==> config.mk <==
export PLATFORM = sky130hd
export DESIGN_NAME = sd_adc_sequencer
export DESIGN_NICKNAME = d
export VERILOG_FILES = /design/src/rtl/sd_adc_seq_pkg.sv /design/src/rtl/sd_adc_seq_timer.sv /design/src/rtl/sd_adc_seq_shift.sv /design/src/rtl/sd_adc_sequencer.sv
export SDC_FILE = /design/constraint.sdc
export NUM_CORES = 1
export LEC_CHECK = 0
export BUFFER_PORTS_ARGS = -buffer_cell sky130_fd_sc_hd__buf_2
export CORE_ASPECT_RATIO = 1.5
export CORE_MARGIN = 2
export CORE_UTILIZATION = 42
export DETAILED_ROUTE_END_ITERATION = 7
export GPL_ROUTABILITY_DRIVEN = 0
export GPL_TIMING_DRIVEN = 1
export SKIP_LAST_GASP = 1
export SLEW_MARGIN = 40
export SYNTH_ARGS = -nofsm -noshare
export SYNTH_HDL_FRONTEND = slang
export SYNTH_SLANG_ARGS = --single-unit
==> constraint.sdc <==
create_clock -name clk_i -period 2.7 [get_ports clk_i]
set_input_delay 0 -clock clk_i [delete_from_list [all_inputs] [get_ports clk_i]]
set_output_delay 0 -clock clk_i [all_outputs]
set_load 0.02 [all_outputs]
==> src/rtl/sd_adc_seq_pkg.sv <==
package sd_adc_seq_pkg;
   typedef enum logic [3:0] {
      SQ_IDLE,
      SQ_RESET,
      SQ_SETTLE,
      SQ_STATUS,
      SQ_FILT,
      SQ_MODE,
      SQ_CREAD,
      SQ_WAIT,
      SQ_FRAME,
      SQ_HALT
   } seq_state_e;

   localparam logic [7:0] FILL_ONES = 8'hFF;
endpackage

==> src/rtl/sd_adc_seq_timer.sv <==
module sd_adc_seq_timer #(
   parameter int W = 16
) (
   input  logic         clk_i,
   input  logic         rst_ni,
   input  logic         clr_i,
   input  logic [W-1:0] limit_i,
   output logic         hit_o
);
   logic [W-1:0] cnt_q;

   assign hit_o = (cnt_q >= limit_i);

   always_ff @(posedge clk_i or negedge rst_ni) begin
      if (!rst_ni)     cnt_q <= '0;
      else if (clr_i)  cnt_q <= '0;
      else if (!hit_o) cnt_q <= cnt_q + 1'b1;
   end


   hit_hold_chk: assert property (@(posedge clk_i) disable iff (!rst_ni)
      (hit_o && !clr_i) |=> hit_o);
endmodule

==> src/rtl/sd_adc_seq_shift.sv <==
module sd_adc_seq_shift #(
   parameter int MAXB  = 32,
   parameter int DIV_W = 8,
   localparam int CW   = $clog2(MAXB + 1)
) (
   input  logic             clk_i,
   input  logic             rst_ni,
   input  logic             go_i,
   input  logic [CW-1:0]    nbits_i,
   input  logic [MAXB-1:0]  tx_i,
   input  logic [DIV_W-1:0] div_i,
   input  logic             miso_i,
   output logic             sclk_o,
   output logic             mosi_o,
   output logic             busy_o,
   output logic             done_o,
   output logic [MAXB-1:0]  rx_o
);
   logic             busy_q, sclk_q, mosi_q, done_q;
   logic [DIV_W-1:0] half_q, half_lim;
   logic [CW-1:0]    left_q;
   logic [MAXB-1:0]  tx_q, rx_q;

   assign half_lim = (div_i == '0) ? DIV_W'(1) : div_i;

   always_ff @(posedge clk_i or negedge rst_ni) begin
      if (!rst_ni) begin
         busy_q <= 1'b0;
         sclk_q <= 1'b1;
         mosi_q <= 1'b1;
         done_q <= 1'b0;
         half_q <= '0;
         left_q <= '0;
         tx_q   <= '0;
         rx_q   <= '0;
      end else begin
         done_q <= 1'b0;
         if (!busy_q) begin
            if (go_i) begin
               busy_q <= 1'b1;
               sclk_q <= 1'b0;
               mosi_q <= tx_i[MAXB-1];
               tx_q   <= tx_i << 1;
               left_q <= nbits_i;
               half_q <= DIV_W'(1);
               rx_q   <= '0;
            end
         end else if (half_q >= half_lim) begin
            half_q <= DIV_W'(1);
            if (!sclk_q) begin
               sclk_q <= 1'b1;
               rx_q   <= {rx_q[MAXB-2:0], miso_i};
               left_q <= left_q - 1'b1;
            end else if (left_q == '0) begin
               busy_q <= 1'b0;
               mosi_q <= 1'b1;
               done_q <= 1'b1;
            end else begin
               sclk_q <= 1'b0;
               mosi_q <= tx_q[MAXB-1];
               tx_q   <= tx_q << 1;
            end
         end else begin
            half_q <= half_q + 1'b1;
         end
      end
   end

   assign sclk_o = sclk_q;
   assign mosi_o = mosi_q;
   assign busy_o = busy_q;
   assign done_o = done_q;
   assign rx_o   = rx_q;


   idle_high_chk: assert property (@(posedge clk_i) disable iff (!rst_ni)
      !busy_q |-> (sclk_q && mosi_q));

   done_after_busy_chk: assert property (@(posedge clk_i) disable iff (!rst_ni)
      done_q |-> ($past(busy_q) && !busy_q));
endmodule

==> src/rtl/sd_adc_sequencer.sv <==
module sd_adc_sequencer
   import sd_adc_seq_pkg::*;
#(
   parameter int         DIV_W      = 8,
   parameter int         RESULT_W   = 24,
   parameter int         RST_BITS   = 32,
   parameter int         SETTLE_CYC = 50000,
   parameter int         RDY_LIMIT  = 12000000,
   parameter int         RDY_SYNC   = 2,
   parameter logic [7:0] CMD_STATUS = 8'h04,
   parameter logic [7:0] CMD_FILT   = 8'h10,
   parameter logic [7:0] CMD_MODE   = 8'h08,
   parameter logic [7:0] CMD_CREAD  = 8'h3D
) (
   input  logic                clk_i,
   input  logic                rst_ni,
   input  logic                start_i,
   input  logic [DIV_W-1:0]    div_i,
   input  logic [7:0]          filt_cfg_i,
   input  logic [7:0]          mode_cfg_i,
   output logic                ser_clk_o,
   output logic                ser_cs_n_o,
   output logic                ser_mosi_o,
   input  logic                ser_miso_i,
   output logic [RESULT_W-1:0] sample_o,
   output logic                sample_vld_o,
   output logic [7:0]          status_o,
   output logic                err_o
);
   localparam int MAXB = (RST_BITS > RESULT_W) ? RST_BITS : RESULT_W;
   localparam int CW   = $clog2(MAXB + 1);
   localparam int SW   = $clog2(SETTLE_CYC + 1);
   localparam int WW   = $clog2(RDY_LIMIT + 1);

   if (MAXB < 16 || MAXB > 64) begin : g_bad_width
      $error("shift length must lie between 16 and 64 bits");
   end
   if (SETTLE_CYC < 1 || RDY_LIMIT < 1) begin : g_bad_timer
      $error("timer limits must be positive");
   end

   seq_state_e          state_q;
   logic                issued_q, err_q, vld_q;
   logic [7:0]          status_q;
   logic [RESULT_W-1:0] sample_q;
   logic                rdy_s, rdy_prev_q, rdy_fall;
   logic                eng_go, eng_busy, eng_done, eng_sclk, eng_mosi;
   logic [CW-1:0]       eng_nbits;
   logic [MAXB-1:0]     eng_tx, eng_rx;
   logic                xfer_st, reg_st, settle_hit, wd_hit;

   if (RDY_SYNC >= 2) begin : g_sync2
      logic meta_q;
      always_ff @(posedge clk_i or negedge rst_ni) begin
         if (!rst_ni) begin
            meta_q <= 1'b1;
            rdy_s  <= 1'b1;
         end else begin
            meta_q <= ser_miso_i;
            rdy_s  <= meta_q;
         end
      end
   end else begin : g_sync1
      always_ff @(posedge clk_i or negedge rst_ni) begin
         if (!rst_ni) rdy_s <= 1'b1;
         else         rdy_s <= ser_miso_i;
      end
   end

   always_ff @(posedge clk_i or negedge rst_ni) begin
      if (!rst_ni) rdy_prev_q <= 1'b1;
      else         rdy_prev_q <= rdy_s;
   end
   assign rdy_fall = rdy_prev_q && !rdy_s;

   assign reg_st  = (state_q == SQ_RESET) || (state_q == SQ_STATUS) ||
                    (state_q == SQ_FILT)  || (state_q == SQ_MODE);
   assign xfer_st = reg_st || (state_q == SQ_CREAD) || (state_q == SQ_FRAME);
   assign eng_go  = xfer_st && !issued_q;

   always_comb begin
      eng_nbits = CW'(16);
      eng_tx    = '1;
      unique case (state_q)
         SQ_RESET:  eng_nbits = CW'(RST_BITS);
         SQ_STATUS: eng_tx    = {CMD_STATUS, FILL_ONES, {(MAXB-16){1'b1}}};
         SQ_FILT:   eng_tx    = {CMD_FILT, filt_cfg_i, {(MAXB-16){1'b1}}};
         SQ_MODE:   eng_tx    = {CMD_MODE, mode_cfg_i, {(MAXB-16){1'b1}}};
         SQ_CREAD: begin
            eng_nbits = CW'(8);
            eng_tx    = {CMD_CREAD, {(MAXB-8){1'b1}}};
         end
         SQ_FRAME:  eng_nbits = CW'(RESULT_W);
         default: ;
      endcase
   end

   sd_adc_seq_shift #(.MAXB(MAXB), .DIV_W(DIV_W)) u_shift (
      .clk_i   (clk_i),
      .rst_ni  (rst_ni),
      .go_i    (eng_go),
      .nbits_i (eng_nbits),
      .tx_i    (eng_tx),
      .div_i   (div_i),
      .miso_i  (ser_miso_i),
      .sclk_o  (eng_sclk),
      .mosi_o  (eng_mosi),
      .busy_o  (eng_busy),
      .done_o  (eng_done),
      .rx_o    (eng_rx)
   );

   sd_adc_seq_timer #(.W(SW)) u_settle (
      .clk_i   (clk_i),
      .rst_ni  (rst_ni),
      .clr_i   (state_q != SQ_SETTLE),
      .limit_i (SW'(SETTLE_CYC)),
      .hit_o   (settle_hit)
   );

   sd_adc_seq_timer #(.W(WW)) u_watch (
      .clk_i   (clk_i),
      .rst_ni  (rst_ni),
      .clr_i   (state_q != SQ_WAIT),
      .limit_i (WW'(RDY_LIMIT)),
      .hit_o   (wd_hit)
   );

   always_ff @(posedge clk_i or negedge rst_ni) begin
      if (!rst_ni) begin
         state_q  <= SQ_IDLE;
         issued_q <= 1'b0;
         err_q    <= 1'b0;
         vld_q    <= 1'b0;
         status_q <= '0;
         sample_q <= '0;
      end else begin
         vld_q <= 1'b0;
         if (xfer_st) begin
            if (!issued_q) begin
               issued_q <= 1'b1;
            end else if (eng_done) begin
               issued_q <= 1'b0;
               unique case (state_q)
                  SQ_RESET: state_q <= SQ_SETTLE;
                  SQ_STATUS: begin
                     status_q <= eng_rx[7:0];
                     if (eng_rx[7:0] == 8'h00 || eng_rx[7:0] == 8'hFF) begin
                        err_q   <= 1'b1;
                        state_q <= SQ_HALT;
                     end else begin
                        state_q <= SQ_FILT;
                     end
                  end
                  SQ_FILT:  state_q <= SQ_MODE;
                  SQ_MODE:  state_q <= SQ_CREAD;
                  SQ_CREAD: state_q <= SQ_WAIT;
                  default: begin
                     sample_q <= eng_rx[RESULT_W-1:0];
                     vld_q    <= 1'b1;
                     state_q  <= SQ_WAIT;
                  end
               endcase
            end
         end else begin
            unique case (state_q)
               SQ_SETTLE: if (settle_hit) state_q <= SQ_STATUS;
               SQ_WAIT: begin
                  if (wd_hit)   err_q   <= 1'b1;
                  if (rdy_fall) state_q <= SQ_FRAME;
               end
               default: if (start_i) begin
                  err_q   <= 1'b0;
                  state_q <= SQ_RESET;
               end
            endcase
         end
      end
   end

   assign ser_cs_n_o   = !((reg_st && issued_q) || (state_q == SQ_CREAD) ||
                           (state_q == SQ_WAIT) || (state_q == SQ_FRAME));
   assign ser_clk_o    = eng_sclk;
   assign ser_mosi_o   = eng_mosi;
   assign sample_o     = sample_q;
   assign sample_vld_o = vld_q;
   assign status_o     = status_q;
   assign err_o        = err_q;


   clk_needs_cs_chk: assert property (@(posedge clk_i) disable iff (!rst_ni)
      !eng_sclk |-> !ser_cs_n_o);

   vld_single_chk: assert property (@(posedge clk_i) disable iff (!rst_ni)
      vld_q |=> !vld_q);

   status_good_chk: assert property (@(posedge clk_i) disable iff (!rst_ni)
      (state_q == SQ_FILT && $past(state_q) == SQ_STATUS) |->
      (status_q != 8'h00 && status_q != 8'hFF));

   halt_quiet_chk: assert property (@(posedge clk_i) disable iff (!rst_ni)
      (state_q == SQ_HALT) |-> (!eng_busy && ser_cs_n_o));
endmodule

==> results.yml <==
global_routing:
  use_met2_pct: 32.0
  top_usage_layer: "met2"
  antenna_found_initial: 0
  gr-usage-met3_pct: 3.66
  grt_max_degree: 57
  grt_overflow_total: 0
  grtUsageMet1_pct: 23.4
  groute.usage.overall_pct: 18.4
  grt_first_pass_wirelength_um: 31300
  grt_pass1_vias: 6191
yosys:
  synth-adder-area-share_pct: 2.29
  ys_types: 63
  synth-edff-count: 0
  syn-cell-area_um2: 8190
  yosys-top-cells-area: "dfrtp_1 (46%), mux2i_1 (6.5%), mux2_2 (5.4%)"
  synthCells: 809
  synth.mux.area_fraction_pct: 11.8
  synth_seq_cells: 155
  synth_common_cells: "dfrtp_1 (150), nand2_1 (69), nor2_1 (59), mux2i_1 (53), o21ai_0 (47)"
  synth_nets: 852
  ys.flop_type: "dfrtp_1"
  synth.top_cell.area_share_pct: 45.8
  synth_warnings: 0
  syn_area_per_cell_um2: 10.1
  synthXorXnorAreaFrac_pct: 2.25
  synth_top_family_by_area: "compound AO/OA/AOI/OAI gates"
  synth_compound_area_share_pct: 16.6
  synthSimpleGateAreaFrac_pct: 15.2
  synth-seq-area-share_pct: 47.4
  yosysMostFrequentCell: "dfrtp_1"
  yosysTopAreaCell: "dfrtp_1"
  async_reset_ff_share_pct: 100
worst_setup_path:
  crit_required_ns: 3.03
  critPathCaptureType: "flip-flop"
  cp_max_fo: 16
  crit_slowest_cell: "a2111oi_4"
  critPathArrivalTime_ns: 2.75
  worstPathCellList: "inv_1, ha_1, nand2b_1, a2111oi_4, o32ai_4, buf_4, mux2i_1, o21ai_0"
  cp-start-kind: "flip-flop"
  crit_type: "flip-flop to flip-flop"
  critical_path.top_delay_family: "compound AO/OA/AOI/OAI gates"
  cp_slowest_stage_delay_ns: 0.56
  crit_buf_inv: 2
die:
  core_area_um2: 19200
  die_x_um: 118
  io_pins: 65
  fp.dieH_um: 175
  fp.dieArea_um2: 20700
  row_count: 62
  start_util_pct: 42.7
layout:
  stdcell_count: 1151
  n_antenna_cell: 0
  final_nets: 925
  fillers: 1783
  fin_area_um2: 9570
  syn_to_final_growth_pct: 16.8
  drive_above_1_share_pct: 22.0
flow_run:
  drv_cap: 0
clock_network:
  cts_root_buffer: "clkbuf_16"
  cts_setup_buffers: 0
  worstSkewPairLatency_ns: 0.43
  cts.sinks: 155
  htree_levels: 4
  cts_tree: "yes"
  cts_buffer_depth: 2
  clkTransAtPathRegs_ns: 0.07
  cts_buffers: 17
drt:
  ant_nets: 0
  vias: 6362
  wl_um: 18400
  routed_via_density: 5.53
  wl_per_cell_um: 15.9
  drt_iter0_drc: 372
  detail_route.first_pass.iterations: 5
  drc: 0
outcome:
  status: "completed"
timing:
  period_share_pct: 89.6
  worst_pin_slew_ns: 0.767
  setup_violations: 0
  hold_violations: 0
  finClkSkew_ns: 0.00974
  fin_tns_setup_ns: 0
  rsz0062_at_grt: "no"
  slew_headroom_pct: 48.5
  fin_crit_ns: 2.42
  report.final.slew_viol_count: 0
  max_freq_mhz: 413
pwr:
  peakVddDrop_mv: 0.373
  p_per_area_nw_per_um2: 857
  p_total_uw: 8200
  power_leakage_uw: 0.00413
min_path:
  hold_class: "input pin to flip-flop"
place:
  dp.cells: 1116
  io_buffer_count: 64
  place_area_um2: 8930
  place_hpwl_um: 12600
flip-flops by register name (all words and copies together), names as in the netlist, 4 cells and up:
register and cells:
u_shift.half_q 8, u_shift.tx_q 31, u_shift.rx_o 24, status_o 8
sample_o 24, u_shift.left_q 6, state_q 4, u_watch.cnt_q 24
u_settle.cnt_q 16
cells by family after synthesis:
logic type | Yosys count
AOI/OAI and AO/OA | 194
adders and majority gates | 15
DFF | 155
and+or+nand+nor | 248
buffers and inverters | 84
xor gates and xnor gates | 21
muxes | 92
per-stage QoR:
step	util, %	hold WS [ns]	worst slack (ns)
after floorplan	-	-0.296	0.461
after global placement	46.5	-0.0278	0.138
after detailed placement	46.6	-0.0246	0.179
after CTS	49.9	0.0291	0.272
after global routing	49.9	0.0559	0.0349
final	49.9	0.0307	0.281
worst register-to-register path: stages, from the launching register on:
cell and delay (ns):
dfrtp_1 0.36, inv_1 0.07, ha_1 0.28, nand2b_1 0.17, a2111oi_4 0.56, o32ai_4 0.25, buf_4 0.28, mux2i_1 0.14
o21ai_0 0.22
layer usage:
| layer | up-vias | share of wire (%) |
|---|---|---|
| met5 | - | 0 |
| met1 | 3115 | 45 |
| met2 | 117 | 51 |
| met4 | 0 | 1.3 |
| met3 | 17 | 3.0 |
| li1 | 3113 | - |
cells in the final DEF, fill, tap and decap left out, types with 7 or more instances in the layout:
cell,n
mux2_2,39
dfrtp_1,150
o31ai_1,7
nor3_1,10
or3_1,7
a21oi_1,30
nor2_1,59
a211oi_1,9
a32oi_1,10
clkbuf_16,17
o22ai_1,7
and3_1,14
or4_1,10
a31oi_1,17
buf_2,63
a2111oi_0,8
inv_1,32
o21ai_0,47
mux2i_1,53
nand4_1,13
nand3_1,23
a31o_2,8
and2_1,14
nand2_1,69
ha_1,15
buf_4,36
o211ai_1,16
xnor2_1,19
worst paths after layout:
path	from	cells past startpoint	slack, ns	end
setup / recovery	u_shift.half_q[0]$_DFFE_PN0P_	8	0.28	u_shift.rx_o[6]$_DFFE_PN0P_
hold / removal	filt_cfg_i[7]	5	0.03	u_shift.tx_q[24]$_DFFE_PN0P_
setup reg to reg	u_shift.half_q[0]$_DFFE_PN0P_	8	0.28	u_shift.rx_o[6]$_DFFE_PN0P_
hold reg to reg	g_sync2.meta_q$_DFF_PN1_	0	0.36	rdy_s$_DFF_PN1_
max in group asynchronous	rst_ni	3	1.79	u_shift.mosi_o$_DFFE_PN1P_
min in group asynchronous	rst_ni	2	0.09	u_watch.cnt_q[17]$_DFFE_PN0P_
power breakdown:
part / internal (uW) / switching, uW
Clock: 1350 / 1110
Sequential: 2750 / 475
Combinational: 1130 / 1380
final cells by class:
class	instances	area, um^2	area share (%)
Clock buffer	18	439	4.59
Clock inverter	14	174	1.82
Inverter	33	124	1.29
Multi-Input combinational cell	570	3970	41.5
Sequential cell	155	3880	40.6
Tap cell	256	320	3.35
Timing Repair Buffer	105	658	6.88
timing repair:
| action | CTS | global route |
|---|---|---|
| hold buffers | 3 | 0 |
| endpoints found under the hold margin | 115 | 0 |
| resized for setup | 0 | 0 |
Power figures use the tool's default switching activity.
